File: config.mk
export PLATFORM = sky130hd
export DESIGN_NAME = btf_tracker
export DESIGN_NICKNAME = d
export VERILOG_FILES = /design/src/rtl/btf_pkg.sv /design/src/rtl/btf_set_rules.sv /design/src/rtl/btf_state.sv /design/src/rtl/btf_tracker.sv
export SDC_FILE = /design/constraint.sdc
export NUM_CORES = 1
export LEC_CHECK = 0
export BUFFER_PORTS_ARGS = -buffer_cell sky130_fd_sc_hd__buf_2
export CORE_AREA = 2 2 39 41
export CTS_BUF_LIST = sky130_fd_sc_hd__clkbuf_16
export DETAILED_ROUTE_END_ITERATION = 6
export DIE_AREA = 0 0 41 43
export GPL_ROUTABILITY_DRIVEN = 0
export PLACE_DENSITY = 0.34
export RECOVER_POWER = 100
export SYNTH_ARGS = -nofsm -noshare
export SYNTH_HDL_FRONTEND = slang
export SYNTH_HIERARCHICAL = 1
export SYNTH_SLANG_ARGS = --single-unit
File: constraint.sdc
create_clock -name clk -period 1.7 [get_ports clk]
set_clock_uncertainty 0.05 [all_clocks]
set_input_delay 0.085 -clock clk [delete_from_list [all_inputs] [get_ports clk]]
set_output_delay 0.085 -clock clk [all_outputs]
set_load 0.03 [all_outputs]
File: src/rtl/btf_pkg.sv
package btf_pkg;
  localparam int CLS_W = 4;

  typedef enum logic [CLS_W-1:0] {
    CL_OTHER        = 4'd0,
    CL_CLEAR        = 4'd1,
    CL_CALL_XCHG    = 4'd2,
    CL_CALL_XCHG_NS = 4'd3,
    CL_JMP_XCHG     = 4'd4,
    CL_JMP_XCHG_NS  = 4'd5,
    CL_LD_ROFS      = 4'd6,
    CL_LD_LIT       = 4'd7,
    CL_LD_IOFS      = 4'd8,
    CL_LD_MULT      = 4'd9
  } cls_e;
endpackage

File: src/rtl/btf_set_rules.sv
module btf_set_rules
  import btf_pkg::*;
#(
  parameter int REG_W = 4,
  parameter int SP_ID = 13,
  parameter int LR_ID = 14,
  parameter int PC_ID = 15
) (
  input  cls_e             cls,
  input  logic [REG_W-1:0] dst,
  input  logic [REG_W-1:0] base,
  input  logic             wb,
  output logic             sets,
  output logic             is_clear
);
  localparam logic [REG_W-1:0] SP_R = REG_W'(SP_ID);
  localparam logic [REG_W-1:0] LR_R = REG_W'(LR_ID);
  localparam logic [REG_W-1:0] PC_R = REG_W'(PC_ID);

  logic pc_dst, sp_base, lr_tgt;
  assign pc_dst  = (dst == PC_R);
  assign sp_base = (base == SP_R);
  assign lr_tgt  = (base == LR_R);

  always_comb begin
    unique case (cls)
      CL_CALL_XCHG, CL_CALL_XCHG_NS: sets = 1'b1;
      CL_JMP_XCHG, CL_JMP_XCHG_NS:   sets = !lr_tgt;
      CL_LD_ROFS, CL_LD_LIT:         sets = pc_dst;
      CL_LD_IOFS, CL_LD_MULT:        sets = pc_dst && (!sp_base || !wb);
      default:                       sets = 1'b0;
    endcase
  end

  assign is_clear = (cls == CL_CLEAR);

  always_comb begin

    other_never_sets_chk: assert (!(sets && (cls == CL_OTHER || cls == CL_CLEAR)));

    lr_target_no_set_chk: assert (!((cls == CL_JMP_XCHG || cls == CL_JMP_XCHG_NS) && lr_tgt && sets));
  end
endmodule

File: src/rtl/btf_state.sv
module btf_state (
  input  logic clk,
  input  logic rst,
  input  logic en,
  input  logic retire,
  input  logic sets,
  input  logic is_clear,
  output logic flag_q,
  output logic fault_q
);
  always_ff @(posedge clk) begin
    if (rst || !en) begin
      flag_q  <= 1'b0;
      fault_q <= 1'b0;
    end else if (retire) begin
      if (flag_q) begin
        fault_q <= !is_clear;
        flag_q  <= 1'b0;
      end else begin
        fault_q <= 1'b0;
        flag_q  <= sets;
      end
    end else begin
      fault_q <= 1'b0;
    end
  end


  fault_clears_flag_chk: assert property (@(posedge clk) disable iff (rst)
    fault_q |-> !flag_q);

  fault_single_pulse_chk: assert property (@(posedge clk) disable iff (rst)
    fault_q |=> !fault_q);

  idle_holds_flag_chk: assert property (@(posedge clk) disable iff (rst)
    (en && !retire) |=> (flag_q == $past(flag_q)) && !fault_q);

  disabled_quiet_chk: assert property (@(posedge clk) disable iff (rst)
    !en |=> !flag_q && !fault_q);

  clear_no_fault_chk: assert property (@(posedge clk) disable iff (rst)
    (en && retire && flag_q && is_clear) |=> !fault_q && !flag_q);
endmodule

File: src/rtl/btf_tracker.sv
module btf_tracker
  import btf_pkg::*;
#(
  parameter int REG_W = 4,
  parameter int SP_ID = 13,
  parameter int LR_ID = 14,
  parameter int PC_ID = 15
) (
  input  logic             clk,
  input  logic             rst,
  input  logic             en,
  input  logic             retire,
  input  logic [CLS_W-1:0] ins_class,
  input  logic [REG_W-1:0] dst_reg,
  input  logic [REG_W-1:0] base_reg,
  input  logic             base_wb,
  output logic             flag,
  output logic             fault
);
  logic sets, is_clear;

  btf_set_rules #(
    .REG_W(REG_W), .SP_ID(SP_ID), .LR_ID(LR_ID), .PC_ID(PC_ID)
  ) u_rules (
    .cls(cls_e'(ins_class)),
    .dst(dst_reg),
    .base(base_reg),
    .wb(base_wb),
    .sets(sets),
    .is_clear(is_clear)
  );

  btf_state u_state (
    .clk(clk),
    .rst(rst),
    .en(en),
    .retire(retire),
    .sets(sets),
    .is_clear(is_clear),
    .flag_q(flag),
    .fault_q(fault)
  );


  reset_state_chk: assert property (@(posedge clk) rst |=> !flag && !fault);

  fault_needs_flag_chk: assert property (@(posedge clk) disable iff (rst)
    fault |-> $past(flag) && $past(retire) && $past(en));
endmodule

==> flow_metrics.tcl <==
set metrics [dict create \
    status "finished, final reports clean" \
    num_vias 225 \
    numCtsBuffers 3 \
    critPathKind "reg2out" \
    worst_pin_slew_ns 0.446 \
    cp_top_family "flip-flops" \
    hold_viol 0 \
    dp_cells 51 \
    design.core.area_mm2 0.00138 \
    slew_headroom_pct 69.9 \
    port_buffers 18 \
    finalWorstSetupSlack_ns 0.664 \
    synthMuxAreaShare_pct 0 \
    synthTopCellsByCount "2 x dfxtp_1, 2 x nand4_1" \
    die_y_um 43 \
    syn_nets 34 \
    path_cells "clkbuf_1" \
    slew_viol_final 0 \
    synth_edf_count 0 \
    yosysTopAreaCell "dfxtp_1" \
    antenna_cells 0 \
    vias_per_cell 4.17 \
    synth_fa_ha_area_share_pct 0 \
    fin_crit_sh_pct 61.0 \
    ys_types 15 \
    arrival_ns 0.90 \
    yosys.area_share.simple_pct 55.3 \
    final_net_count 57 \
    cts_resized 0 \
    finalNonFillerCells 54 \
    yosysWarnings 6 \
    first_pass_iters 4 \
    max_freq_mhz 965 \
    synth_ff_type "dfxtp_1" \
    period_needed_ns 1.04 \
    cts_tree "yes" \
    peakVddDrop_mv 0.389 \
    wl_per_cell_um 9.11 \
    grt_overflow 0 \
    maxCapViolations 0 \
    synth-xor-area-share_pct 0 \
    worst-path-buf-inv 1 \
    endpoint_kind "output port" \
    fillers 158 \
    grt_usage_pct 6.61 \
    cts-root-buf "clkbuf_16" \
    grt_pass1_wl_um 696 \
    dieWidth_um 41 \
    clkTransAtPathRegs_ns 0.03 \
    synth_top_family_by_area "simple AND/OR/NAND/NOR gates" \
    syn2layout_area_growth_pct 115 \
    synthArstFlopShare_pct 0 \
    synth-compound-area-share_pct 18.7 \
    rsz0062_at_grt "no" \
    pre_cts_slack_ns 0.486 \
    syn_inst 17 \
    worstHoldPathType "in2reg" \
    ios 19 \
    rows 14 \
    postLayoutCoreUtil_pct 24.0 \
    grt_max_degree 5 \
    antenna_left 0 \
    power_leakage_uw 0.000143 \
    initial_utilization_pct 11.1 \
    yosys.area.top_type_share_pct 26.0 \
    grt_pass1_vias 187 \
    ys_seq_area_share_pct 26.0 \
    critPathMaxStageDelay_ns 0.36 \
    power_density_mw_per_mm2 1310 \
    htreeDepth 1 \
    cpMaxStageDelayCell "dfxtp_1" \
    setup_violations 0 \
    setup_tns_ns 0 \
    ys_top_cells_by_area "dfxtp_1 26%, nand2b_4 8.9%, nand4_1 8.1%" \
    hold_buffers 0 \
    ys_ff_latch 2 \
    insertion_delay_ns 0.22 \
    routed_wl_um 492 \
    cts_sinks 2 \
    required_ns 1.56 \
    synth.avg_cell_area_um2 9.05 \
    clockBufferDepth 2 \
    dieArea_mm2 0.00176 \
    cp-start-kind "flip-flop" \
    synth_area_um2 154 \
    hold_slack_ns 0.0734 \
    antenna_found_initial 0 \
    route.detailed.drc 0 \
    critical_path_peak_fanout 4 \
    initialDrtViolationCount 3 \
    post_route_cells_drive_above_1_share_pct 55.3 \
    cts_setup_buffers 0 \
]
==> final timing paths <==
| path | cells past startpoint | to | slack, ns | start |
|---|---|---|---|---|
| worst max-delay path | 1 | flag | 0.66 | u_state/flag_q |
| worst min-delay path | 3 | u_state/flag_q | 0.07 | en |
| worst max register to register | 2 | u_state/flag_q | 0.99 | u_state/flag_q |
| worst min register to register | 2 | u_state/fault_q | 0.43 | u_state/flag_q |
==> report_power, final <==
part	leakage, µW	switching, µW	internal [µW]
sequential	0.0000162	0.570	48.0
clock	0.0000370	51.6	299
combinational	0.0000896	15.1	20.6
total	0.000143	67.2	368
==> worst register-to-register path, delay by kind of cell (launching register included) <==
kind               cells  cell delay [ns]
DFF                    1             0.32
and+or+nand+nor        1             0.16
AOI/OAI and AO/OA      1             0.11
==> cells by family after synthesis <==
logic type	count (synthesis)
DFF	2
and+or+nand+nor	11
AOI/OAI and AO/OA	4
==> sequential cells by signal (all words and copies together), names as in the netlist <==
name	count
u_state/flag_q	1
u_state/fault_q	1
==> layout make-up <==
type | count | area (µm²) | share of cell area [%]
Clock buffer | 3 | 75.1 | 22.6
Multi-Input combinational cell | 15 | 110 | 33.2
Sequential cell | 2 | 40.0 | 12.1
Tap cell | 16 | 20.0 | 6.04
Timing Repair Buffer | 18 | 86.3 | 26.0
==> cells in the final DEF, fill, tap and decap left out <==
| cell | n |
|---|---|
| nor2_1 | 1 |
| a31o_2 | 1 |
| nand3b_1 | 1 |
| or4b_1 | 1 |
| nand2b_1 | 1 |
| nand4_1 | 2 |
| nand4b_1 | 1 |
| nor4b_1 | 1 |
| a21oi_1 | 2 |
| buf_2 | 15 |
| dfxtp_1 | 2 |
| clkbuf_1 | 3 |
| clkbuf_16 | 3 |
| nand2_1 | 1 |
| nand2b_4 | 1 |
| nor3_2 | 1 |
| o22ai_1 | 1 |
==> layer usage <==
| metal | part of all wire [%] | vias up | global-route usage (%) | wire length, µm |
|---|---|---|---|---|
| met2 | 41 | 21 | 8.44 | 200 |
| met3 | 20 | 0 | 4.71 | 100 |
| met5 | 0 | - | 0 | 0 |
| li1 | - | 112 | - | - |
| met4 | 0 | 0 | 6.00 | 0 |
| met1 | 39 | 92 | 6.69 | 191 |
==> stage by stage <==
| stage | cell area [µm²] | total power [µW] |
|---|---|---|
| after floorplan | 154 | 62.0 |
| after global placement | 264 | 84.8 |
| after detailed placement | 264 | 86.0 |
| after CTS | 339 | 444 |
| after global routing | 332 | 448 |
| final | 332 | 435 |
Note: power is estimated with default switching activity, not from simulation.
